<file path="config.mk">
export PLATFORM = sky130hd
export DESIGN_NAME = owb_slave
export DESIGN_NICKNAME = d
export VERILOG_FILES = /design/src/rtl/owb_pkg.sv /design/src/rtl/owb_speed_sel.sv /design/src/rtl/owb_lowtimer.sv /design/src/rtl/owb_shifter.sv /design/src/rtl/owb_slot_fsm.sv /design/src/rtl/owb_slave.sv
export SDC_FILE = /design/constraint.sdc
export NUM_CORES = 1
export LEC_CHECK = 0
export BUFFER_PORTS_ARGS = -buffer_cell sky130_fd_sc_hd__buf_2
export CAP_MARGIN = 20
export CORE_ASPECT_RATIO = 2
export CORE_MARGIN = 3
export CORE_UTILIZATION = 41
export DETAILED_ROUTE_END_ITERATION = 10
export MAX_ROUTING_LAYER = met4
export PLACE_DENSITY_LB_ADDON = 0.3
export SYNTH_ARGS = -nofsm -noshare
export SYNTH_HDL_FRONTEND = slang
export SYNTH_HIERARCHICAL = 1
export SYNTH_SLANG_ARGS = --single-unit
</file>
<file path="constraint.sdc">
create_clock -name clk -period 2.9 [get_ports clk]
set_clock_uncertainty 0.2 [all_clocks]
set_input_delay 0 -clock clk [delete_from_list [all_inputs] [get_ports clk]]
set_output_delay 0 -clock clk [all_outputs]
set_load 0.03 [all_outputs]
</file>
<file path="src/rtl/owb_pkg.sv">
// Package: shared state encoding and timing-set bundle for the single-wire
// slave. Assumes all thresholds fit in 16-bit tick counts.
package owb_pkg;

    localparam int TW = 16;

    typedef enum logic [2:0] {
        ST_IDLE,
        ST_SLOT,
        ST_RECOV,
        ST_PD_WAIT,
        ST_PD_DRIVE
    } owb_state_t;

    typedef struct packed {
        logic [TW-1:0] rst_min;
        logic [TW-1:0] smp_at;
        logic [TW-1:0] pd_wait;
        logic [TW-1:0] pd_len;
    } owb_times_t;

endpackage

</file>
<file path="src/rtl/owb_speed_sel.sv">
// Module: selects the active threshold set from the speed input.
// Assumes fast_mode changes only while the bus is idle.
module owb_speed_sel
    import owb_pkg::*;
#(
    parameter int RST_STD  = 480,
    parameter int SMP_STD  = 30,
    parameter int PDW_STD  = 30,
    parameter int PDL_STD  = 120,
    parameter int RST_FAST = 48,
    parameter int SMP_FAST = 3,
    parameter int PDW_FAST = 3,
    parameter int PDL_FAST = 12
) (
    input  logic       fast_mode,
    output owb_times_t times
);

    localparam owb_times_t STD_SET = '{
        rst_min: TW'(RST_STD),  smp_at: TW'(SMP_STD),
        pd_wait: TW'(PDW_STD),  pd_len: TW'(PDL_STD)};
    localparam owb_times_t FAST_SET = '{
        rst_min: TW'(RST_FAST), smp_at: TW'(SMP_FAST),
        pd_wait: TW'(PDW_FAST), pd_len: TW'(PDL_FAST)};

    // Pick the threshold set for the current speed.
    always_comb begin
        times = fast_mode ? FAST_SET : STD_SET;
    end

endmodule

</file>
<file path="src/rtl/owb_lowtimer.sv">
// Module: measures how long the wire has been low, in ticks, and flags a
// low that has reached the reset threshold. The flag stays set until the
// first cycle the wire is high again, then clears.
module owb_lowtimer
    import owb_pkg::*;
#(
    parameter int CW = 9
) (
    input  logic          clk,
    input  logic          rst_n,
    input  logic          tick,
    input  logic          line_in,
    input  logic [TW-1:0] rst_min,
    output logic          long_low
);

    localparam logic [CW-1:0] CNT_MAX = '1;

    logic [CW-1:0] low_cnt;

    // Count ticks while the wire is low, saturating; clear when high.
    always_ff @(posedge clk) begin
        if (!rst_n)
            low_cnt <= '0;
        else if (line_in)
            low_cnt <= '0;
        else if (tick && low_cnt != CNT_MAX)
            low_cnt <= low_cnt + 1'b1;
    end

    // Flag a reset-length low; hold it through the first high cycle.
    always_ff @(posedge clk) begin
        if (!rst_n)
            long_low <= 1'b0;
        else if (line_in)
            long_low <= 1'b0;
        else if (TW'(low_cnt) >= rst_min)
            long_low <= 1'b1;
    end

    AST_LONGLOW_HOLD: assert property (@(posedge clk) disable iff (!rst_n)
        (long_low && !line_in) |=> long_low);

endmodule

</file>
<file path="src/rtl/owb_shifter.sv">
// Module: assembles sampled bits LSB-first into a byte and strobes when the
// last bit arrives. An abort input drops any partial byte. Assumes at most
// one sample per cycle.
module owb_shifter #(
    parameter int BW = 8,
    localparam int IW = $clog2(BW)
) (
    input  logic          clk,
    input  logic          rst_n,
    input  logic          smp_en,
    input  logic          smp_bit,
    input  logic          abort,
    output logic [IW-1:0] bit_idx,
    output logic [BW-1:0] rx_byte,
    output logic          rx_valid
);

    localparam logic [IW-1:0] LAST = IW'(BW - 1);

    logic [BW-1:0] sreg;
    logic [BW-1:0] shifted;

    // Next shift-register value with the new bit entering at the top.
    always_comb begin
        shifted = {smp_bit, sreg[BW-1:1]};
    end

    // Shift bits in, count them, and publish the byte on the last one.
    always_ff @(posedge clk) begin
        if (!rst_n) begin
            sreg     <= '0;
            bit_idx  <= '0;
            rx_byte  <= '0;
            rx_valid <= 1'b0;
        end else begin
            rx_valid <= 1'b0;
            if (abort) begin
                bit_idx <= '0;
                sreg    <= '0;
            end else if (smp_en) begin
                sreg <= shifted;
                if (bit_idx == LAST) begin
                    bit_idx  <= '0;
                    rx_byte  <= shifted;
                    rx_valid <= 1'b1;
                end else begin
                    bit_idx <= bit_idx + 1'b1;
                end
            end
        end
    end

    AST_STROBE_ONE: assert property (@(posedge clk) disable iff (!rst_n)
        rx_valid |=> !rx_valid);
    AST_STROBE_ON_SAMPLE: assert property (@(posedge clk) disable iff (!rst_n)
        rx_valid |-> $past(smp_en));
    AST_ABORT_CLEARS: assert property (@(posedge clk) disable iff (!rst_n)
        abort |=> (bit_idx == '0));

endmodule

</file>
<file path="src/rtl/owb_slot_fsm.sv">
// Module: sequences data slots and the reset/presence exchange. It detects
// falling edges, times the sample point, drives read-slot zeros and the
// presence pulse, and reports the end of a bus reset. It assumes line_in is
// already synchronized and that tick is a one-cycle pulse.
module owb_slot_fsm
    import owb_pkg::*;
#(
    parameter int PW = 7
) (
    input  logic       clk,
    input  logic       rst_n,
    input  logic       tick,
    input  logic       line_in,
    input  logic       long_low,
    input  owb_times_t times,
    input  logic       send_en,
    input  logic       tx_bit,
    output logic       pull_low,
    output logic       smp_en,
    output logic       smp_bit,
    output logic       reset_seen
);

    owb_state_t    st;
    logic [PW-1:0] ph_cnt;
    logic          line_q;
    logic          send_q;
    logic          drive_q;
    logic          fall;
    logic          in_pd;
    logic          ph_hit_smp;
    logic          ph_hit_wait;
    logic          ph_hit_len;

    // Decode edges and phase-counter matches against the active thresholds.
    always_comb begin
        fall        = line_q && !line_in;
        in_pd       = (st == ST_PD_WAIT) || (st == ST_PD_DRIVE);
        ph_hit_smp  = tick && (TW'(ph_cnt) == times.smp_at  - 1'b1);
        ph_hit_wait = tick && (TW'(ph_cnt) == times.pd_wait - 1'b1);
        ph_hit_len  = tick && (TW'(ph_cnt) == times.pd_len  - 1'b1);
    end

    // Open-drain enable: presence pulse or a zero in a read slot.
    always_comb begin
        pull_low = (st == ST_PD_DRIVE) || ((st == ST_SLOT) && drive_q);
    end

    // Main sequencer: slot timing, presence timing and reset detection.
    always_ff @(posedge clk) begin
        if (!rst_n) begin
            st         <= ST_IDLE;
            ph_cnt     <= '0;
            line_q     <= 1'b1;
            send_q     <= 1'b0;
            drive_q    <= 1'b0;
            smp_en     <= 1'b0;
            smp_bit    <= 1'b0;
            reset_seen <= 1'b0;
        end else begin
            line_q     <= line_in;
            smp_en     <= 1'b0;
            reset_seen <= 1'b0;
            if (tick)
                ph_cnt <= ph_cnt + 1'b1;
            case (st)
                ST_IDLE: begin
                    if (fall) begin
                        st      <= ST_SLOT;
                        ph_cnt  <= '0;
                        send_q  <= send_en;
                        drive_q <= send_en && !tx_bit;
                    end
                end
                ST_SLOT: begin
                    if (ph_hit_smp) begin
                        smp_en  <= 1'b1;
                        smp_bit <= line_in;
                        drive_q <= 1'b0;
                        st      <= ST_RECOV;
                    end
                end
                ST_RECOV: begin
                    if (line_in)
                        st <= ST_IDLE;
                end
                ST_PD_WAIT: begin
                    if (ph_hit_wait) begin
                        st     <= ST_PD_DRIVE;
                        ph_cnt <= '0;
                    end
                end
                ST_PD_DRIVE: begin
                    if (ph_hit_len)
                        st <= ST_RECOV;
                end
                default: st <= ST_IDLE;
            endcase
            if (!in_pd && long_low && line_in) begin
                reset_seen <= 1'b1;
                drive_q    <= 1'b0;
                st         <= ST_PD_WAIT;
                ph_cnt     <= '0;
            end
        end
    end

    AST_RSTPULSE_ONE: assert property (@(posedge clk) disable iff (!rst_n)
        reset_seen |=> !reset_seen);
    AST_RSTPULSE_AFTER_LOW: assert property (@(posedge clk) disable iff (!rst_n)
        reset_seen |-> $past(long_low));
    AST_PD_DELAYED: assert property (@(posedge clk) disable iff (!rst_n)
        reset_seen |=> !pull_low);
    AST_WRITE_NO_DRIVE: assert property (@(posedge clk) disable iff (!rst_n)
        ((st == ST_SLOT) && !send_q) |-> !pull_low);

endmodule

</file>
<file path="src/rtl/owb_slave.sv">
// Module: top of the single-wire bit engine. It ties together the speed
// selector, the low-duration timer, the slot sequencer and the byte
// shifter. It assumes line_in is synchronized and tick pulses once per
// microsecond.
module owb_slave #(
    parameter int BW       = 8,
    parameter int RST_STD  = 480,
    parameter int SMP_STD  = 30,
    parameter int PDW_STD  = 30,
    parameter int PDL_STD  = 120,
    parameter int RST_FAST = 48,
    parameter int SMP_FAST = 3,
    parameter int PDW_FAST = 3,
    parameter int PDL_FAST = 12
) (
    input  logic          clk,
    input  logic          rst_n,
    input  logic          tick,
    input  logic          fast_mode,
    input  logic          line_in,
    input  logic          send_en,
    input  logic [BW-1:0] tx_byte,
    output logic          pull_low,
    output logic [BW-1:0] rx_byte,
    output logic          rx_valid,
    output logic          reset_seen
);
    import owb_pkg::*;

    localparam int IW    = $clog2(BW);
    localparam int CW    = $clog2(RST_STD + 2);
    localparam int PMAX1 = (SMP_STD > PDW_STD) ? SMP_STD : PDW_STD;
    localparam int PMAX  = (PDL_STD > PMAX1) ? PDL_STD : PMAX1;
    localparam int PW    = $clog2(PMAX + 2);

    owb_times_t    times;
    logic          long_low;
    logic          smp_en;
    logic          smp_bit;
    logic [IW-1:0] bit_idx;
    logic          tx_bit;

    // Bit of the transmit byte for the coming slot.
    always_comb begin
        tx_bit = tx_byte[bit_idx];
    end

    owb_speed_sel #(
        .RST_STD(RST_STD), .SMP_STD(SMP_STD), .PDW_STD(PDW_STD), .PDL_STD(PDL_STD),
        .RST_FAST(RST_FAST), .SMP_FAST(SMP_FAST), .PDW_FAST(PDW_FAST), .PDL_FAST(PDL_FAST)
    ) u_speed (
        .fast_mode (fast_mode),
        .times     (times)
    );

    owb_lowtimer #(.CW(CW)) u_low (
        .clk      (clk),
        .rst_n    (rst_n),
        .tick     (tick),
        .line_in  (line_in),
        .rst_min  (times.rst_min),
        .long_low (long_low)
    );

    owb_slot_fsm #(.PW(PW)) u_fsm (
        .clk        (clk),
        .rst_n      (rst_n),
        .tick       (tick),
        .line_in    (line_in),
        .long_low   (long_low),
        .times      (times),
        .send_en    (send_en),
        .tx_bit     (tx_bit),
        .pull_low   (pull_low),
        .smp_en     (smp_en),
        .smp_bit    (smp_bit),
        .reset_seen (reset_seen)
    );

    owb_shifter #(.BW(BW)) u_shift (
        .clk      (clk),
        .rst_n    (rst_n),
        .smp_en   (smp_en),
        .smp_bit  (smp_bit),
        .abort    (long_low),
        .bit_idx  (bit_idx),
        .rx_byte  (rx_byte),
        .rx_valid (rx_valid)
    );

endmodule

</file>
==> impl_results.md, run 1 <==
- Status: finished clean
- Fmax: ~0.41 GHz
- Final-report hold violation count: 0
- Power density over cell area: 390 nW/um2
- Vias in the first global route: 3006
- Die Ht: about 140 um
- CP most frequent cell: sky130_fd_sc_hd__nor2_1
- Adder and majority cell fraction of the synthesized area: approximately 5.5%
- Post-layout total power: ~1.5 mW
- Total Routing Usage GR: 15.9%
- Portion of synthesized cell area occupied by the leading cell type: between 20% and 30%
- Final standard cell utilization of the core: 43.7%
- Crit end category: register
- Num CTS Buffers: 5
- Length of the first detailed-routing pass in iterations: 4
- Unrepaired setup endpoints after global routing: false
- Area added between synthesis and finish: 3.52%
- Post-synth top area cell: sky130_fd_sc_hd__dfxtp_1
- Sinks on the clock net: 44
- Max clock buf depth: 2
- Post-Synth XOR/XNOR Area: between 7 and 8%
- Required @ worst endpoint: about 2.9 ns
- Number of enable-type register cells in the synthesized netlist: 0
- Most used flip-flop cell after synthesis: sky130_fd_sc_hd__dfxtp_1
- Buffer cell driving the clock tree root: sky130_fd_sc_hd__clkbuf_16
- Ant. Diodes: 0
- Worst hold-check path type: register to register
- Effective utilization at floorplan: around 42%
- Cell count after synthesis: approximately 490
- Yosys cell types: 63
- Hold-fix buffers at CTS: 5
- Number of port buffers: 24
- Clock-pin slew on the worst setup and hold paths: 0.06 ns
- Multi-input combinational cell area: 2450 um2
- Critical Path, Cell by Cell: dlygate4sd3_1 > buf_2 > nand2b_1 > a211oi_1 > nand4_1 > nor2_1 > a31oi_2 > o311ai_2 > nor2_1
- Global-route wire length before repair: ~13000 um
- Total routed wirelength: between 7000 and 8000 um
- FF/Latch Area: between 800 and 900 um2
- Leakage: 1.60 nW
- Clock period minus final worst setup slack: about 2.4 ns
- Proportion of synthesized area in mux cells: under 10%
- Post-route ant nets: 0
- Worst ir drop on vdd: slightly below 300 uV
- # H-tree levels: 2
- Ys async rst share: 0%
- Arrival time at the worst endpoint: 2.39 ns
- Ranking of synthesized cells by area: sky130_fd_sc_hd__dfxtp_1 (23%), sky130_fd_sc_hd__buf_4 (13%), sky130_fd_sc_hd__ha_1 (5.5%), sky130_fd_sc_hd__mux2i_1 (5.2%), sky130_fd_sc_hd__nor2_1 (5.1%)
- Post-synthesis compound-gate area fraction: about an eighth
- Final period utilization: a little over four fifths
- Antenna violations before repair: 0
- Vias per std cell: 5.21
- Synthesized area: 3830 um2
- Min-Delay Startpoint: u_shift/rx_byte[2]
- Place WS: 0.386 ns
- GPL Wtd Cong: 0.874
- Post-DR wirelength/cell: between 10 and 15 um
- Combinational family with the most area after synthesis: simple AND/OR/NAND/NOR gates
- # resized after CTS: 0
- CP max stage cell: sky130_fd_sc_hd__dlygate4sd3_1
- DP HPWL: around 6400 um
- Maximum number of pins on one net before global-route repair: 27
- Total Die Area: 10600 um2
- FILL cells: about 920
- Sum of overflow across all layers after global routing: 0
- Total of flip-flops plus latches after synthesis: 44
- Crit. Startpoint: line_in
- R2R Path Start: u_fsm/st[1]
- Slew at the pin closest to its max-slew limit: around 0.7 ns
- Floorplan die width: about 74 um
- Vias after detailed routing: roughly 3.1k
- Area of the core region: between 9000 and 10000 um2
- Share of synthesized cell area in and, or, nand and nor gates: 26.5%
- Share of synthesized area occupied by flip-flops and latches: 23.0%
- Count of maximum capacitance violations: 0
- Critical-path maximum fanout: 8
- Delay contributed by the slowest stage of the critical path: about 0.54 ns
- Startpoint kind of the worst setup timing path: primary input
- Number of standard-cell rows in the floorplan: 49
- Setup TNS: 0 ns
- Post-CTS setup-driven buffer insertion count: 0
- Detailed-route DRC error count: 0
- Number of setup violations in the final report: 0
- Yosys warning count: 6
- Layout cell share with drive strength beyond 1: a little under an eighth
- Slew HR: a little over half
- Number of slew-limit violations in the final report: 0
- Clock tree from TritonCTS: done
- Final net count: between 500 and 600
- Initial DRC Count: 135
- Final setup slack of the worst path: 0.464 ns
- Worst Path Class, Setup: primary input to register
- Clock network latency to the later pin of the worst-skew pair: 0.29 ns
- I/O pin total: 25
- Mean area per synthesized cell: between 7 and 8 um2
[metal layers]
layer  track usage, %  vias to the layer above  share of wire (%)
li1                 -                     1611                  -
met1             13.8                     1442                 37
met2             32.3                       42                 59
met3             1.06                       15                2.0
met4             6.94                        0                2.4
met5                -                        -                  0
[worst paths after layout]
path	to	slack (ns)	depth (start not counted)
setup / recovery	u_fsm/ph_cnt[0]	0.46	9
hold / removal	u_shift/rx_byte[2]	0.25	2
setup reg to reg	u_fsm/ph_cnt[0]	0.47	7
hold reg to reg	u_shift/rx_byte[2]	0.25	2
[metrics by stage]
stage / cell area [um2] / hold slack (ns) / instances
after detailed placement: 3740 / 0.124 / 584
after global routing: 3970 / 0.275 / 597
final: 3970 / 0.251 / 597
after global placement: 3740 / 0.126 / 584
after CTS: 3970 / 0.254 / 597
after floorplan: 4010 / -0.127 / 531
[cells in the final DEF, fill, tap and decap left out, drive strengths merged, types with 4 or more instances in the layout]
master	instances
conb	48
nor4	6
nand2b	10
mux2i	20
nand4	10
and3	4
a211oi	7
or3	10
ha	17
nor2	52
clkbuf	6
dlygate4sd3	5
nand2	37
nor3	16
nor2b	6
nor4b	5
dfxtp	44
or4	8
inv	26
a21oi	14
o31ai	6
nand3b	5
nand3	9
xor2	18
or2	4
o21ai	12
buf	32
xnor2	17
[state kept, by name (all words and copies together) (netlist names)]
register and flops:
u_fsm/smp_bit 1, u_fsm/line_q 1, u_fsm/ph_cnt 7, u_shift/rx_byte 8, u_low/long_low 1, u_low/low_cnt 9, u_fsm/reset_seen 1, u_shift/rx_valid 1
u_fsm/smp_en 1, u_shift/bit_idx 3, u_fsm/drive_q 1, u_shift/sreg 7, u_fsm/st 3
[Yosys cell counts (2+ instances only)]
cell type and number:
sky130_fd_sc_hd__xor2_1 18, sky130_fd_sc_hd__o311a_1 2, sky130_fd_sc_hd__nor4b_1 5, sky130_fd_sc_hd__nand3_1 9, sky130_fd_sc_hd__and3b_1 2, sky130_fd_sc_hd__nand4b_1 2, sky130_fd_sc_hd__conb_1 2, sky130_fd_sc_hd__nor3b_1 2
sky130_fd_sc_hd__nand2_1 35, sky130_fd_sc_hd__or4_1 6, sky130_fd_sc_hd__a21oi_1 12, sky130_fd_sc_hd__nor3_1 16, sky130_fd_sc_hd__mux4_1 2, sky130_fd_sc_hd__nor2b_1 6, sky130_fd_sc_hd__buf_6 3, sky130_fd_sc_hd__nor2_1 52
sky130_fd_sc_hd__and3_1 4, sky130_fd_sc_hd__dfxtp_1 44, sky130_fd_sc_hd__o22ai_1 3, sky130_fd_sc_hd__or4_4 2, sky130_fd_sc_hd__a21oi_2 2, sky130_fd_sc_hd__xnor2_1 17, sky130_fd_sc_hd__o211ai_1 2, sky130_fd_sc_hd__buf_4 65
sky130_fd_sc_hd__nand4_1 10, sky130_fd_sc_hd__nor4_1 6, sky130_fd_sc_hd__a211oi_1 6, sky130_fd_sc_hd__mux2i_1 20, sky130_fd_sc_hd__buf_2 2, sky130_fd_sc_hd__or3_1 9, sky130_fd_sc_hd__o21ai_1 2, sky130_fd_sc_hd__ha_1 17
sky130_fd_sc_hd__nand2_2 2, sky130_fd_sc_hd__clkbuf_1 11, sky130_fd_sc_hd__or2_2 3, sky130_fd_sc_hd__inv_1 26, sky130_fd_sc_hd__o41ai_1 3, sky130_fd_sc_hd__nand2b_1 10, sky130_fd_sc_hd__a31oi_1 2, sky130_fd_sc_hd__nand3b_1 5
sky130_fd_sc_hd__o21ai_0 10, sky130_fd_sc_hd__o311ai_1 2, sky130_fd_sc_hd__o31ai_1 6
[report_power, final]
group	leakage, nW	switching, mW	internal [mW]
registers	0.355	0.0170	0.614
clock network	0.0871	0.240	0.431
logic	1.16	0.146	0.0985
[final cells by class]
class	count	area share, %
sequential	44	22.2
clock buffer	6	3.50
multi-input combinational	380	61.9
inverter	26	2.46
tap	102	3.22
timing repair buffer	37	5.80
clock inverter	2	0.977
[critical path: cells and delay by family]
kind,cells,cell delay (ns)
buf+inv,2,0.72
simple gates,4,0.65
compound gates,3,1.03
[kinds of logic after synthesis]
| family | count (synthesis) |
|---|---|
| flip-flops | 44 |
| multiplexers | 23 |
| AO/OA/AOI/OAI | 66 |
| AND/OR/NAND/NOR | 191 |
| other | 2 |
| XOR/XNOR | 35 |
| buffers and inverters | 107 |
| adder cells (fa/ha/maj) | 17 |
Note: power is estimated with default switching activity, not from simulation.
==> run 2: changes to the inputs <==
- clock period: 2.9 -> 2.24 ns (I/O delays scaled with it)
==> run 2 against run 1 <==
Final cell count is 2.7% higher. Routed wire length is 4.6% higher. Worst hold slack worse by 0.14 ns. Clock power is 11% higher. Register-to-register slack worse by 0.41 ns.
==> impl_results.md, run 2 (synthesis results as in run 1) <==
- Final period utilization: 97.4%
- Commonest non-fill, non-tap cells in the layout: sky130_fd_sc_hd__nor2_1 (51), sky130_fd_sc_hd__conb_1 (48), sky130_fd_sc_hd__dfxtp_1 (43)
- Clock period minus final worst setup slack: around 2.2 ns
- Required @ worst endpoint: 2.27 ns
- Slew HR: approximately half
- Detailed-route DRC error count: 0
- Clock tree from TritonCTS: done
- FILL cells: approximately 900
- I/O pin total: 25
- Clock power share: between 30% and 40%
- Final standard cell utilization of the core: between 40% and 50%
- Number of standard-cell rows in the floorplan: a little under 50
- Worst hold-check path type: primary input to register
- DP HPWL: between 6000 and 7000 um
- Min-Delay Startpoint: tick
- Antenna violations before repair: 0
- Post-CTS setup-driven buffer insertion count: 0
- Maximum number of pins on one net before global-route repair: 26
- Status: finished clean
- Switching Share: 27.6%
- Critical-path maximum fanout: 3
- Layout cell share with drive strength beyond 1: between 10% and 20%
- Final net count: about 540
- Count of maximum capacitance violations: 0
- Slew at the pin closest to its max-slew limit: around 0.75 ns
- Crit end category: register
- Arrival time at the worst endpoint: 2.21 ns
- Top routing layer used: met4
- Total Die Area: 10600 um2
- Multi-input combinational cell area: 2480 um2
- Largest register by flop count: u_low/low_cnt
- Top Registers: u_low/low_cnt x9, u_shift/rx_byte x8
- Worst Path Class, Setup: register to register
- Total Routing Usage GR: between 15 and 20%
- Vias per std cell: about 5.2
- DR WL met2: roughly 4700 um
- Max clock buf depth: 2
- Floorplan die width: approximately 74 um
- Portion of total power attributed to sequential cells: between 40% and 50%
- Flop-to-flop setup slack: 0.06 ns
- Path depth of the worst reg2reg path: 7
- Area added between synthesis and finish: 6.66%
- Leakage: roughly 1.7 nW
- Die Ht: around 140 um
- Number of cells on the worst hold path: 5
- Number of port buffers: 24
- # H-tree levels: 2
- Num CTS Buffers: 5
- Vias after detailed routing: 3198
- Initial DRC Count: roughly 110
- Sinks on the clock net: 44
- Fmax: ~0.46 GHz
- Ant. Diodes: 0
- Worst ir drop on vdd: ~360 uV
- Vias in the first global route: 3096
- Global-route wire length before repair: 13500 um
- Post-route ant nets: 0
- GPL Wtd Cong: 0.814
- Area of the core region: between 9000 and 10000 um2
- Sum of overflow across all layers after global routing: 0
- Power density over cell area: roughly 470 nW/um2
- Number of setup violations in the final report: 0
- Hold Slack: 0.114 ns
- Wire length on met3: between 200 and 250 um
- Total routed wirelength: around 8200 um
- Clock network latency to the later pin of the worst-skew pair: around 0.28 ns
- Flip-flop count of the largest register after layout: 9
- Post-DR wirelength/cell: roughly 13 um
- Wl on met1: around 3000 um
- Endpoint of the worst hold-timing path: u_low/low_cnt[0]
- Most common cell after layout, fill and taps aside: sky130_fd_sc_hd__nor2_1
- FF/Latch Area: 882 um2
- Power spent charging and discharging nets: approximately 0.53 mW
- Setup TNS: 0 ns
- R2R Path Start: u_fsm/ph_cnt[3]
- Final-report hold violation count: 0
- Buffer cell driving the clock tree root: sky130_fd_sc_hd__clkbuf_16
- RR Endpoint: u_fsm/st[1]
- Number of slew-limit violations in the final report: 0
- Length of the first detailed-routing pass in iterations: 5
- Combinational power share: a little under a fifth
- Effective utilization at floorplan: 42.3%
- Internal power: approximately 1.4 mW
- Startpoint kind of the worst setup timing path: register
- Clock-pin slew on the worst setup and hold paths: 0.06 ns
[run 2: critical path, stage by stage, from the launching register on]
cell and delay (ns):
sky130_fd_sc_hd__dfxtp_1 0.32, sky130_fd_sc_hd__xor2_1 0.17, sky130_fd_sc_hd__xnor2_1 0.18, sky130_fd_sc_hd__nand4_1 0.15, sky130_fd_sc_hd__or3_1 0.40, sky130_fd_sc_hd__or3_4 0.39, sky130_fd_sc_hd__a21oi_2 0.15, sky130_fd_sc_hd__a32o_1 0.17
[run 2: power by group through the flow]
| stage | Sequential (mW) | Clock [mW] | Combinational, mW |
|---|---|---|---|
| final | 0.807 | 0.747 | 0.370 |
| after global routing | 0.809 | 0.794 | 0.415 |
| after CTS | 0.807 | 0.762 | 0.348 |
| after detailed placement | 0.825 | 0 | 0.338 |
| after global placement | 0.825 | 0 | 0.336 |
| after floorplan | 0.821 | 0 | 0.330 |
[run 2: metrics by stage]
stage / cell area [um2] / power [mW] / setup WS [ns] / cells
floorplan: 4010 / 1.15 / 0.0462 / 531
global placement: 3860 / 1.16 / 0.0292 / 600
detailed placement: 3860 / 1.16 / -0.0391 / 600
CTS: 4070 / 1.92 / 0.0110 / 613
global route: 4090 / 2.02 / -0.0168 / 613
finish: 4090 / 1.92 / 0.0577 / 613
[run 2: cell type report]
class / instances / share of cell area, %
Clock buffer: 7 / 3.49
Clock inverter: 1 / 0.184
Inverter: 26 / 2.39
Multi-Input combinational cell: 380 / 60.7
Sequential cell: 44 / 21.6
Tap cell: 102 / 3.12
Timing Repair Buffer: 53 / 8.57
[run 2: what timing repair did]
action,in CTS,in global routing
setup endpoints to repair,2,9
hold endpoints to repair,14,0
gates resized for setup,1,5
gates cloned,0,0
pin swaps,0,2
hold buffers,5,0
[run 2: per-layer routing]
layer | global-route usage (%) | vias up
met3 | 1.55 | 15
met4 | 6.94 | 0
met5 | - | -
met1 | 15.1 | 1483
met2 | 32.6 | 59
li1 | - | 1641
[run 2: how the worst max path moves through the flow]
stage | cells after the start | slack (ns) | endpoint | start
2_1_floorplan | 8 | 0.05 | u_fsm/ph_cnt[0] | u_fsm/ph_cnt[4]
3_3_place_gp | 10 | 0.03 | u_fsm/st[1] | fast_mode
3_5_place_dp | 10 | -0.04 | u_fsm/st[1] | fast_mode
4_1_cts | 9 | 0.01 | u_fsm/st[1] | u_fsm/ph_cnt[3]
5_1_grt | 9 | -0.02 | u_fsm/ph_cnt[0] | u_fsm/ph_cnt[0]
6_report | 7 | 0.06 | u_fsm/st[1] | u_fsm/ph_cnt[3]
